$ cat config.mk
export PLATFORM = sky130hd
export DESIGN_NAME = memtest_gen
export DESIGN_NICKNAME = d
export VERILOG_FILES = /design/src/rtl/memtest_pkg.sv /design/src/rtl/mt_lfsr_lane.sv /design/src/rtl/mt_addr_walk.sv /design/src/rtl/mt_lane_cmp.sv /design/src/rtl/memtest_gen.sv
export SDC_FILE = /design/constraint.sdc
export NUM_CORES = 1
export LEC_CHECK = 0
export BUFFER_PORTS_ARGS = -buffer_cell sky130_fd_sc_hd__buf_2
export CAP_MARGIN = 5
export CORE_MARGIN = 2
export CORE_UTILIZATION = 57
export CTS_CLUSTER_SIZE = 16
export DETAILED_ROUTE_END_ITERATION = 7
export PLACE_DENSITY = 0.95
export SLEW_MARGIN = 5
export SYNTH_ARGS = -nofsm -noshare
export SYNTH_HDL_FRONTEND = slang
export SYNTH_SLANG_ARGS = --single-unit
$ cat constraint.sdc
create_clock -name clk -period 12 [get_ports clk]
set_input_delay 0.6 -clock clk [delete_from_list [all_inputs] [get_ports clk]]
set_output_delay 0.6 -clock clk [all_outputs]
set_load 0.01 [all_outputs]
$ cat src/rtl/memtest_pkg.sv
package memtest_pkg;

  typedef enum logic [2:0] {
    S_WSEED,
    S_WISSUE,
    S_WDRAIN,
    S_RSEED,
    S_RISSUE,
    S_RDRAIN,
    S_FLUSH,
    S_DONE
  } mt_state_e;

  // Maximal-length 8-bit step, taps for x^8+x^6+x^5+x^4+1
  function automatic logic [7:0] lfsr_next(input logic [7:0] s);
    return {s[6:0], s[7] ^ s[5] ^ s[4] ^ s[3]};
  endfunction

  function automatic logic [7:0] lane_seed(input int unsigned idx);
    logic [7:0] v;
    v = 8'(31 + 23 * idx);
    if (v == 8'h00) v = 8'h01;
    return v;
  endfunction

endpackage

$ cat src/rtl/mt_lfsr_lane.sv
module mt_lfsr_lane
  import memtest_pkg::*;
#(
  parameter logic [7:0] SEED = 8'h1F
) (
  input  logic       clk,
  input  logic       rst_n,
  input  logic       load,
  input  logic       adv,
  output logic [7:0] q
);

  logic [7:0] q_nx;

  always_comb begin
    q_nx = q;
    if (load)     q_nx = SEED;
    else if (adv) q_nx = lfsr_next(q);
  end

  always_ff @(posedge clk or negedge rst_n) begin
    if (!rst_n) q <= SEED;
    else        q <= q_nx;
  end

endmodule

$ cat src/rtl/mt_addr_walk.sv
module mt_addr_walk #(
  parameter int BANK_W  = 2,
  parameter int ROW_W   = 13,
  parameter int COL_W   = 10,
  parameter int MAX_ROW = 4,
  parameter int MAX_COL = 64
) (
  input  logic                            clk,
  input  logic                            rst_n,
  input  logic                            clr,
  input  logic                            step,
  output logic [BANK_W+ROW_W+COL_W-1:0]   addr,
  output logic                            last
);

  logic [BANK_W-1:0] bank_q, bank_nx;
  logic [ROW_W-1:0]  row_q,  row_nx;
  logic [COL_W-1:0]  col_q,  col_nx;
  logic              col_end, row_end, bank_end;

  assign col_end  = (col_q == COL_W'(MAX_COL - 1));
  assign row_end  = (row_q == ROW_W'(MAX_ROW - 1));
  assign bank_end = (bank_q == '1);
  assign last     = col_end && row_end && bank_end;
  assign addr     = {bank_q, row_q, col_q};

  always_comb begin
    bank_nx = bank_q;
    row_nx  = row_q;
    col_nx  = col_q;
    if (clr) begin
      bank_nx = '0;
      row_nx  = '0;
      col_nx  = '0;
    end else if (step) begin
      if (col_end) begin
        col_nx = '0;
        if (row_end) begin
          row_nx  = '0;
          bank_nx = bank_q + 1'b1;
        end else begin
          row_nx = row_q + 1'b1;
        end
      end else begin
        col_nx = col_q + 1'b1;
      end
    end
  end

  always_ff @(posedge clk or negedge rst_n) begin
    if (!rst_n) begin
      bank_q <= '0;
      row_q  <= '0;
      col_q  <= '0;
    end else begin
      bank_q <= bank_nx;
      row_q  <= row_nx;
      col_q  <= col_nx;
    end
  end

endmodule

$ cat src/rtl/mt_lane_cmp.sv
module mt_lane_cmp (
  input  logic       clk,
  input  logic       rst_n,
  input  logic       en,
  input  logic [7:0] got,
  input  logic [7:0] want,
  output logic       pass
);

  logic bad_s1, bad_s2;
  logic bad_s1_nx, pass_nx;

  always_comb begin
    bad_s1_nx = en && (got != want);
    pass_nx   = pass && !bad_s2;
  end

  // two pipeline stages then the sticky flag: result visible three cycles on
  always_ff @(posedge clk or negedge rst_n) begin
    if (!rst_n) begin
      bad_s1 <= 1'b0;
      bad_s2 <= 1'b0;
      pass   <= 1'b1;
    end else begin
      bad_s1 <= bad_s1_nx;
      bad_s2 <= bad_s1;
      pass   <= pass_nx;
    end
  end

endmodule

$ cat src/rtl/memtest_gen.sv
module memtest_gen
  import memtest_pkg::*;
#(
  parameter int NUM_GROUPS = 4,
  parameter int BANK_W     = 2,
  parameter int ROW_W      = 13,
  parameter int COL_W      = 10,
  parameter int MAX_ROW    = 4,
  parameter int MAX_COL    = 64
) (
  input  logic                            clk,
  input  logic                            rst_n,
  input  logic                            ctl_ready,
  output logic                            wr_req,
  output logic                            rd_req,
  output logic [BANK_W+ROW_W+COL_W-1:0]   addr,
  input  logic                            wdata_req,
  output logic [16*NUM_GROUPS-1:0]        wdata,
  input  logic [16*NUM_GROUPS-1:0]        rdata,
  input  logic                            rdata_valid,
  output logic [2*NUM_GROUPS-1:0]         pass_lane,
  output logic                            pass_all,
  output logic                            done_pulse
);

  localparam int LANES  = 2 * NUM_GROUPS;
  localparam int BANKS  = 1 << BANK_W;
  localparam int TOTAL  = BANKS * MAX_ROW * MAX_COL;
  localparam int CNT_W  = $clog2(TOTAL + 1);

  logic [1:0]        rst_sync;
  logic              rst_sync_n;
  mt_state_e         state_q, state_nx;
  logic [CNT_W-1:0]  beat_q, beat_nx;
  logic              wr_phase, rd_phase, seeding, beat_en, walk_last;
  logic [LANES*8-1:0] gen_word;

  // reset: asserted asynchronously, released after two clock edges
  always_ff @(posedge clk or negedge rst_n) begin
    if (!rst_n) rst_sync <= 2'b00;
    else        rst_sync <= {rst_sync[0], 1'b1};
  end
  assign rst_sync_n = rst_sync[1];

  assign wr_phase = (state_q == S_WISSUE) || (state_q == S_WDRAIN);
  assign rd_phase = (state_q == S_RISSUE) || (state_q == S_RDRAIN);
  assign seeding  = (state_q == S_WSEED)  || (state_q == S_RSEED);

  assign wr_req     = (state_q == S_WISSUE) && ctl_ready;
  assign rd_req     = (state_q == S_RISSUE) && ctl_ready;
  assign done_pulse = (state_q == S_DONE);
  assign beat_en    = (wr_phase && wdata_req) || (rd_phase && rdata_valid);

  mt_addr_walk #(
    .BANK_W (BANK_W),
    .ROW_W  (ROW_W),
    .COL_W  (COL_W),
    .MAX_ROW(MAX_ROW),
    .MAX_COL(MAX_COL)
  ) u_walk (
    .clk  (clk),
    .rst_n(rst_sync_n),
    .clr  (seeding),
    .step (wr_req || rd_req),
    .addr (addr),
    .last (walk_last)
  );

  for (genvar g = 0; g < LANES; g++) begin : g_lane
    mt_lfsr_lane #(
      .SEED(lane_seed(g))
    ) u_gen (
      .clk  (clk),
      .rst_n(rst_sync_n),
      .load (seeding),
      .adv  (beat_en),
      .q    (gen_word[g*8 +: 8])
    );

    mt_lane_cmp u_cmp (
      .clk  (clk),
      .rst_n(rst_sync_n),
      .en   (rd_phase && rdata_valid),
      .got  (rdata[g*8 +: 8]),
      .want (gen_word[g*8 +: 8]),
      .pass (pass_lane[g])
    );
  end

  assign wdata    = gen_word;
  assign pass_all = &pass_lane;

  always_comb begin
    state_nx = state_q;
    unique case (state_q)
      S_WSEED:  state_nx = S_WISSUE;
      S_WISSUE: if (wr_req && walk_last) state_nx = S_WDRAIN;
      S_WDRAIN: if (beat_q == CNT_W'(TOTAL)) state_nx = S_RSEED;
      S_RSEED:  state_nx = S_RISSUE;
      S_RISSUE: if (rd_req && walk_last) state_nx = S_RDRAIN;
      S_RDRAIN: if (beat_q == CNT_W'(TOTAL)) state_nx = S_FLUSH;
      S_FLUSH:  state_nx = S_DONE;
      S_DONE:   state_nx = S_WSEED;
      default:  state_nx = S_WSEED;
    endcase
  end

  always_comb begin
    beat_nx = beat_q;
    if (seeding)      beat_nx = '0;
    else if (beat_en) beat_nx = beat_q + 1'b1;
  end

  always_ff @(posedge clk or negedge rst_sync_n) begin
    if (!rst_sync_n) begin
      state_q <= S_WSEED;
      beat_q  <= '0;
    end else begin
      state_q <= state_nx;
      beat_q  <= beat_nx;
    end
  end

endmodule

; After elaboration in Yosys (flattened, before gate mapping)
; Cells that the tools add are included.
[totals]
output_inout_bits = 101
in_bits = 69
register_bits = 129
[classes]
bitwise = 24
n_eq_ne = 23
n_reduce_logical = 46
n_addsub = 4
n_mux = 34
[op_table]
columns = operator, count
row1 = 8-bit 2-to-1 mux, 16
row2 = 8-bit inequality test, 8
row3 = 13-bit 2-to-1 mux, 4
row4 = 10-bit 2-to-1 mux, 3
row5 = 1-bit logical AND, 24
row6 = 3-bit case mux with 8 select lines, 1
row7 = 1-bit bitwise XOR, 24
row8 = 11-bit 2-to-1 mux, 2
row9 = "13-bit by 1-bit adder with 13-bit output, second input constant", 1
row10 = "13-bit by 2-bit == test with 1-bit output, second input constant", 1
row11 = "3-bit == test, second input constant", 4
row12 = 3-bit 2-to-1 mux, 4
row13 = "11-bit by 1-bit adder with 11-bit output, second input constant", 1
row14 = "11-bit == test, second input constant", 1
row15 = "10-bit by 1-bit adder with 10-bit output, second input constant", 1
row16 = "10-bit by 6-bit == test with 1-bit output, second input constant", 1
row17 = 1-bit zero test, 8
row18 = 2-bit 2-to-1 mux, 4
row19 = "2-bit by 1-bit inequality test with 1-bit output, second input constant", 4
row20 = 8-bit AND reduction, 1
row21 = 2-bit nonzero test, 4
row22 = "3-bit by 2-bit == test with 1-bit output, second input constant", 2
row23 = 1-bit logical OR, 5
row24 = 4-bit AND reduction, 1
row25 = 6 further kinds, 6

; Depth between registers and ports, before layout
; Gate-level depths: netlist (run 1).
[logic_depth]
ltp_word = 6
depth_mapped = 8

; Hierarchy
; Synthesis (run 1) repeated with hierarchy kept, for this count alone.
[unflattened]
hier_cells = 591
hier_area_um2 = 6552.5
[modules_own_cells]
columns = module, seq_area_each_um2, cells_each, area_each_um2, instances
row1 = mt_addr_walk, 625.6, 144, 1416.4, 1
row2 = mt_lane_cmp, 76.3, 15, 172.7, 8
row3 = memtest_gen, 400.4, 95, 929.6, 1
row4 = mt_lfsr_lane at g_lane[2].u_gen ..., 205.2, 29, 347.8, 2
row5 = mt_lfsr_lane at g_lane[1].u_gen, 205.2, 29, 360.3, 1
row6 = mt_lfsr_lane at g_lane[3].u_gen, 203.9, 29, 357.8, 1
row7 = mt_lfsr_lane at g_lane[7].u_gen, 202.7, 29, 356.6, 1
row8 = mt_lfsr_lane at g_lane[5].u_gen, 203.9, 29, 355.3, 1
row9 = mt_lfsr_lane at g_lane[4].u_gen, 207.7, 29, 350.3, 1
row10 = mt_lfsr_lane at g_lane[0].u_gen, 206.4, 29, 349.1, 1

; Worst setup path after synthesis (run 1)
; Ideal clock, no wire load.
[synth_timing]
path_type = register to register
startpoint = register u_walk.row_q[6]
endpoint = register u_walk.bank_q[0]
path_stages_with_launch = 8
setup_time_ns = 0.120
t_required_ns = 11.880
path_buffers = 2
synth_period_minus_slack_ns = 2.035
arrival_time_ns = 1.915
slack_ns = 9.965
cell_sequence = dfrtp_1 buf_6 or4_4 nor4b_4 buf_6 nand3_4 xor2_1 nor2_2
[synth_between]
elab_chain_cells = 3
[synth_rtl]
columns = item, line_no
row1 = from (decl), mt_addr_walk.sv:17  ; logic [ROW_W-1:0] row_q, row_nx;
row2 = from (signal assigned), mt_addr_walk.sv:57  ; row_q <= row_nx;
row3 = 13-bit by 2-bit == test with 1-bit output, mt_addr_walk.sv:22  ; assign row_end = (row_q == ROW_W'(MAX_ROW - 1));
row4 = 2-bit nonzero test (no source line), -
row5 = 3-bit AND reduction (no source line), -
row6 = to (signal assigned), mt_addr_walk.sv:56  ; bank_q <= bank_nx;
row7 = to (decl), mt_addr_walk.sv:16  ; logic [BANK_W-1:0] bank_q, bank_nx;
; No other way between the ends.
; A chain may end at the register's enable or synchronous reset.

; Worst setup path in the final report (run 1)
[layout_timing]
startpoint = register state_q[2]
endpoint = register beat_q[5]
[layout_between]
elab_chain_cells = 5
[layout_rtl]
columns = item, line_no
row1 = from (decl), memtest_gen.sv:33  ; mt_state_e state_q, state_nx;
row2 = from (signal assigned), memtest_gen.sv:119  ; state_q <= state_nx;
row3 = 3-bit by 1-bit == test with 1-bit output (tied with other cells), memtest_gen.sv:45  ; assign wr_phase = (state_q == S_WISSUE) || (state_q == S_WDRAIN);
row4 = 1-bit logical OR (on tied branches), "memtest_gen.sv:45, memtest_gen.sv:46"
row5 = 1-bit logical AND, memtest_gen.sv:52  ; assign beat_en = (wr_phase && wdata_req) || (rd_phase && rdata_valid);
row6 = 1-bit logical OR, memtest_gen.sv:52
row7 = 2-bit nonzero test (no source line), -
row8 = to (signal assigned), memtest_gen.sv:120  ; beat_q <= beat_nx;
row9 = to (decl), memtest_gen.sv:34  ; logic [CNT_W-1:0] beat_q, beat_nx;
; Parallel ways exist; a longest one is shown, timed or not.

==> impl_results.md, run 1 <==
* RSZ-0062 raised after global routing: false
* Critical path class: flop to flop
* Register area share after synthesis at a little over 50%
* Clock latency on the worst-skew pair at 0.41 ns
* Core Region at 0.01094 mm²
* DRT iter0 DRCs at around 480
* DIE AREA at 0.01218 mm²
* Via count at 5616
* Post-Synthesis Cells at 666
* Via density at between 5 and 6
* Mapped Nets at 740
* Synth cell types at 50
* Cell taking the most area after synthesis: dfrtp_1
* Setup slack after layout at roughly 9.1 ns
* Clk root buf: clkbuf_16
* Status: finished clean
* Remaining global-route overflow at 0
* Max Cap Viol at 0
* TritonCTS clock tree: yes
* Die Span Y at 110.3 µm
* Initial Util at 58.95%
* Fin Setup TNS at 0 ns
* Routed WL at 16960 µm
* Seq cells post-synth at ~130
* Arrival time at the worst endpoint at 3.19 ns
* Area Growth Syn to Fin at 21.99%
* Post-placement cell area at 0.007302 mm²
* LEAKAGE at 3.964 nW
* First-pass GRT wire length at 26320 µm
* Wire per inst at about 17 µm
* CP required at between 10 and 15 ns
* CTS sink count at 129
* Clock-pin slew on the worst setup and hold paths at 0.06 ns
* Total setup buffers inserted after CTS at 0
* Final nets at 890
* Port bufs at 169
* Core Util, Final at between 70% and 80%
* Final Wtd Congestion at 0.8745
* HP Class: flop to flop
* Share of layout cells above drive strength 1 at 30.64%
* Crit start category: flop
* Worst slew pin tran at 1.194 ns
* Die width at 110.3 µm
* Final Cycle Share at 24.36%
* Flop pwr share at around 45%
* Maximum net fanout on the critical path at 83
* VDD IR max at 0.1091 mV
* Clk_skew at 0.01324 ns
* Post-synth top area share at 34.94%
* Clk buf depth at 2
* Synth warn at 0
* Final instance area at 0.007864 mm²
* Clock period minus worst slack at 2.923 ns
* PD cells at 185.8 mW/mm²
* Synth async-reset ratio at 100.0%
* Number of flops mapped to enable cells by yosys at 0
* Clock power frac at 32.2%
* Area contributors post-synth: dfrtp_1 (35%), dfstp_2 (16%), xor2_1 (10%), nand2_1 (7.7%), o21ai_0 (3.6%)
* Antenna violation net count after detailed routing at 0
* Total GRT Usage at approximately 28%
* Max Slew Vio Count at 0
* Pin count of the biggest net entering global routing at between 80 and 90
* Avg Inst Size Synth at 9.679 µm²
* Internal at between 0.9 and 1 mW
* TritonCTS Buffers at 17
* Vias in the first global route at 5264
* Logic pwr share at 23.1%
* Final total power at 1.461 mW
* CP Capture Type: flop
* Place WS at 9.278 ns
* # rows at 38
* Hold Vio Cnt, Final at 0
* H-tree level count at 4
* Switching share of total power at 33.98%
* Final HPWL DP at 10790 µm
* Dpl cells at about 940
* Slew headroom at 19.88%
* 1st-pass router iterations at 5
* Net Sw Power at just under 0.5 mW
* FMAX at 342.1 MHz
* Hold_ws at 0.3444 ns
* Finish-stage setup viols at 0
* Antenna violations before repair at 1
* # IOs at 170
* Main synth FF type: dfrtp_1
* DRC at 0
* Non-filler cells, final at 970
* Mapped Area at ~0.0064 mm²
-- placed cells by master, fill, tap and decap left out, types with 3 or more instances in the layout --
cell type / instances
buf_2: 169
nand2_1: 132
dfrtp_1: 89
xor2_1: 77
o21ai_0: 45
nand3_1: 41
dfstp_2: 39
xnor2_1: 25
a21oi_1: 21
nor4_1: 19
nor2_1: 18
clkbuf_16: 17
nor3_1: 13
nand4_1: 11
nor2b_1: 9
and3_1: 8
o21ai_1: 8
o31ai_1: 8
clkinvlp_4: 6
nand2b_1: 5
and2_1: 5
ha_1: 5
inv_1: 4
clkinv_4: 4
buf_4: 4
or3_1: 3
mux2i_1: 3
o2111ai_1: 3
inv_6: 3
-- area by class of cell --
cell class | instances | area (µm²)
clock inverters | 13 | 106.4
well taps | 140 | 175.2
clock buffers | 19 | 442.9
inverters | 4 | 15.01
fillers | 743 | 3072
flip-flops and latches | 129 | 3281
repair buffers | 174 | 885.9
multi-input cells | 490 | 2955
diodes | 1 | 2.502
-- power by group through the flow --
stage	combinational [mW]	sequential [mW]	clock (mW)
floorplan	0.173	0.666	0
global placement	0.314	0.651	0
detailed placement	0.329	0.654	0
CTS	0.338	0.651	0.473
global route	0.371	0.665	0.496
finish	0.337	0.653	0.471
-- worst paths after layout --
kind                                              from                endpoint  slack, ns  depth (start not counted)
worst max-delay path                        state_q[2]               beat_q[5]       9.08                          6
worst min-delay path            g_lane[4].u_cmp.bad_s1  g_lane[4].u_cmp.bad_s2       0.34                          0
worst max register to register              state_q[2]               beat_q[5]       9.08                          6
worst min register to register  g_lane[4].u_cmp.bad_s1  g_lane[4].u_cmp.bad_s2       0.34                          0
max in group asynchronous                  rst_sync[1]  g_lane[7].u_cmp.bad_s2      10.26                          1
min in group asynchronous                  rst_sync[1]         u_walk.row_q[7]       0.37                          0
-- Yosys cell counts, types with 2 or more instances --
master / count
nor2_1: 18
nor4_1: 19
inv_1: 4
nand4_1: 11
a22o_1: 2
buf_4: 9
clkbuf_1: 23
xor2_1: 77
and2_1: 5
o21ai_0: 46
dfstp_2: 39
mux2i_1: 3
and3_1: 8
a21oi_1: 21
or4_1: 2
buf_6: 2
nand3_1: 41
xnor2_1: 25
o21ai_1: 8
nand2b_1: 5
buf_1: 2
nand3b_1: 2
buf_2: 7
nor3_1: 13
nor4bb_1: 2
dfrtp_1: 90
or3_1: 3
ha_1: 5
nor3b_1: 2
o2111ai_1: 3
nand2_1: 132
a211oi_1: 2
nor2b_1: 10
a311oi_1: 2
o31ai_1: 8
-- metal layers --
layer | global-route usage [%] | wire length, µm | vias to the layer above
met3 | 6.349 | 1161 | 40
met2 | 47.63 | 8778 | 271
met4 | 10.36 | 420 | 0
met1 | 36.16 | 6604 | 2743
met5 | 0 | 0 | -
li1 | - | - | 2562
-- worst max-delay path, stage by stage, from the launching register on --
cell,delay (ns)
dfrtp_1,0.67
nand3b_1,0.67
o21ai_4,0.21
buf_4,0.65
o21ai_0,0.24
xor2_1,0.22
nor2_1,0.07
-- timing repair --
| item | CTS | global route |
|---|---|---|
| resized for setup | 0 | 0 |
| hold buffers | 1 | 0 |
| endpoints found under the hold margin | 2 | 0 |
-- cells by family (layout without fill, tap and decap cells) --
logic type | after synthesis | in the layout | synth area share [%]
adders and majority gates | 5 | 5 | 0.9705
buffers and inverters | 47 | 210 | 3.629
DFF | 129 | 129 | 50.83
muxes | 4 | 4 | 0.6405
and+or+nand+nor | 278 | 278 | 20.90
xor gates and xnor gates | 102 | 102 | 13.86
AOI/OAI and AO/OA | 100 | 100 | 9.104
other | 1 | 2 | 0.05817
-- sequential cells by signal, summed over array words and instances (netlist names) --
register	count
u_walk.col_q	10
state_q	3
g_lane.u_cmp.bad_s2	8
u_walk.bank_q	2
rst_sync	2
beat_q	11
g_lane.u_cmp.pass	8
g_lane.u_gen.q	64
u_walk.row_q	13
g_lane.u_cmp.bad_s1	8
No activity file was read; power rests on OpenSTA's default activity.
==> run 2, diff against run 1 <==
--- a/config.mk
+++ b/config.mk
@@ -5,13 +5,14 @@
 export SDC_FILE = /design/constraint.sdc
 export NUM_CORES = 1
 export LEC_CHECK = 0
+export ABC_AREA = 1
 export BUFFER_PORTS_ARGS = -buffer_cell sky130_fd_sc_hd__buf_2
 export CAP_MARGIN = 5
 export CORE_MARGIN = 2
-export CORE_UTILIZATION = 57
+export CORE_UTILIZATION = 54
 export CTS_CLUSTER_SIZE = 16
 export DETAILED_ROUTE_END_ITERATION = 7
-export PLACE_DENSITY = 0.95
+export PLACE_DENSITY = 0.91
 export SLEW_MARGIN = 5
 export SYNTH_ARGS = -nofsm -noshare
 export SYNTH_HDL_FRONTEND = slang
==> constraint.sdc (replaced) <==
create_clock -name clk -period 2.7 [get_ports clk]
set_input_delay 0.135 -clock clk [delete_from_list [all_inputs] [get_ports clk]]
set_output_delay 0.135 -clock clk [all_outputs]
set_load 0.01 [all_outputs]
==> impl_results.md, run 2 <==
* Via count at ~5900
* Area contributors post-synth: dfrtp_1 (34%), dfstp_2 (15%), nand2_1 (6.9%), inv_1 (6.1%), xor2_1 (5.8%)
* First-pass GRT wire length at approximately 27000 µm
* Avg Inst Size Synth at 8.886 µm²
* Clock period minus worst slack at ~2.1 ns
* Register area at 0.003281 mm²
* Remaining global-route overflow at 0
* Register area share after synthesis at 49.43%
* Worst R2R Setup Slack at 0.56 ns
* FMAX at 466.2 MHz
* Wire per inst at 15.60 µm
* Fin Setup TNS at 0 ns
* Commonest non-fill, non-tap cell in the layout: buf_2
* Mapped Nets at 820
* CP required at 3.02 ns
* LEAKAGE at 4.099 nW
* CTS sink count at 129
* Finish-stage setup viols at 0
* HP Class: input port to asynchronous set/reset pin
* # rows at 40
* Top Registers: g_lane.u_gen.q x64, u_walk.row_q x13, beat_q x11
* Critical path class: flop to flop
* Slew headroom at 56.20%
* Arrival time at the worst endpoint at 2.46 ns
* Total GRT Usage at 26.03%
* Number of flops mapped to enable cells by yosys at 0
* Hold Vio Cnt, Final at 0
* Main synth FF type: dfrtp_1
* # IOs at 170
* Synth async-reset ratio at 100.0%
* Cell taking the most area after synthesis: dfrtp_1
* Worst slew pin tran at 0.6570 ns
* VDD IR max at 0.4829 mV
* Initial Util at 55.19%
* Synth cell types at 34
* Seq cells post-synth at 129
* Antenna violation net count after detailed routing at 0
* Status: finished clean
* Crit start category: flop
* Multi-input combinational cell area at between 0.002 and 0.003 mm²
* Antenna violations before repair at 0
* Max Slew Vio Count at 0
* Clock latency on the worst-skew pair at 0.41 ns
* H-tree level count at 4
* Die Span Y at 114.8 µm
* Share of layout cells above drive strength 1 at 29.13%
* DIE AREA at 0.01318 mm²
* TritonCTS clock tree: yes
* Most frequent cells in the layout: buf_2 (169), nand2_1 (122), inv_1 (108)
* 1st-pass router iterations at 5
* Area Growth Syn to Fin at 22.90%
* DRT iter0 DRCs at between 600 and 700
* Max FFs per register at 64
* DRC at 0
* PD cells at approximately 830 mW/mm²
* Final instance area at 0.008147 mm²
* Final HPWL DP at 11670 µm
* Clock-pin slew on the worst setup and hold paths at 0.06 ns
* FF-to-FF path depth at 5
* Diode count at 0
* Post-synth top area share at 33.98%
* Clk buf depth at 2
* Most frequent cells after synthesis: nand2_1 (122), inv_1 (108), dfrtp_1 (90), nor2_1 (59), xor2_1 (44)
* Clk_skew at roughly 0.014 ns
* RSZ-0062 raised after global routing: false
* Via density at roughly 5.5
* Final Wtd Congestion at 0.9074
* TritonCTS Buffers at 17
* Post-Synthesis Cells at approximately 750
* Most common cell in the synthesized netlist: nand2_1
* Max Cap Viol at 0
* Top reg by flops: g_lane.u_gen.q
* Port bufs at 169
* Maximum net fanout on the critical path at 28
* Core Region at 0.01201 mm²
* Routed WL at approximately 17000 µm
* Post-placement cell area at ~0.0075 mm²
* Clk root buf: clkbuf_16
* Die width at 114.8 µm
* # fillers at approximately 850
* PostCTS Resize Cnt at 0
* Final Cycle Share at between 70% and 80%
* Mapped Area at 0.006629 mm²
* Vias in the first global route at 5651
* Pin count of the biggest net entering global routing at 53
* Worst R2R Start: state_q[1]
* RR Endpoint: g_lane[7].u_gen.q[4]
* Final nets at 988
* CP Capture Type: flop
* Synth warn at 0
run 2: cell count changes in the layout (fill, tap and decap cells not counted), sizes merged, moves of 10 or more:
| cell | change |
|---|---|
| nor4 | -19 |
| o22ai | +26 |
| a22oi | +24 |
| o21ai | -19 |
| inv | +111 |
| xnor2 | +15 |
| xor2 | -33 |
| nor2b | -10 |
| nor2 | +42 |
| nand4 | +12 |
run 2: report_power, final:
group,internal (mW),switching [mW]
clock network,1.51,0.929
logic,0.686,0.841
registers,2.34,0.434
run 2: final cells by class:
type,instances,share of cell area [%]
Clock buffer,18,5.391
Multi-Input combinational cell,478,33.44
Timing Repair Buffer,177,11.15
Inverter,111,5.114
Clock inverter,14,2.381
Sequential cell,129,40.27
Tap cell,147,2.258
run 2: worst max-delay path by stage:
stage                     start                   end  slack (ns)  cells past startpoint
global route         state_q[0]      u_walk.bank_q[1]        0.34                     10
detailed placement   state_q[1]  g_lane[7].u_gen.q[4]        0.63                      5
floorplan           rst_sync[1]             beat_q[0]        0.59                      0
finish               state_q[1]  g_lane[7].u_gen.q[4]        0.56                      5
global placement     state_q[0]      u_walk.bank_q[1]        0.72                      9
CTS                  state_q[0]      u_walk.bank_q[1]        0.58                      9
run 2: critical path: stages, from the launching register on:
cell and delay [ns]:
dfrtp_1 0.42, inv_1 0.16, nand3_2 0.35, nand2_2 0.51, inv_2 0.34, o22ai_1 0.27
run 2: through the flow:
| stage | setup slack (ns) | hold slack (ns) | util (%) | cells | total power [mW] |
|---|---|---|---|---|---|
| floorplan | 0.5889 | -0.1606 | - | 746 | 3.673 |
| global placement | 0.7211 | -0.07978 | 62.47 | 1041 | 4.211 |
| detailed placement | 0.6350 | -0.07845 | 62.47 | 1041 | 4.284 |
| CTS | 0.5780 | 0.04020 | 67.82 | 1074 | 6.742 |
| global route | 0.3379 | 0.04379 | 67.82 | 1074 | 7.042 |
| finish | 0.5551 | 0.04211 | 67.82 | 1074 | 6.742 |
run 2: cells by family after synthesis:
logic type / synth area share, %
AND/OR/NAND/NOR: 19.10
buffers and inverters: 9.475
flip-flops: 49.43
AO/OA/AOI/OAI: 9.891
XOR/XNOR: 11.10
adder cells (fa/ha/maj): 0.9438
other: 0.05657
run 2: per-layer routing:
layer	vias up	routed length [µm]	track usage, %
met2	319	8199	43.51
li1	2750	-	-
met5	-	0	0
met4	0	368	8.273
met3	48	1260	5.061
met1	2800	6925	34.61
run 2: repair_timing:
action / CTS / global route
endpoints found under the setup margin: 0 / 0
hold buffers: 1 / 0
setup buffers: 0 / 0
endpoints found under the hold margin: 2 / 0
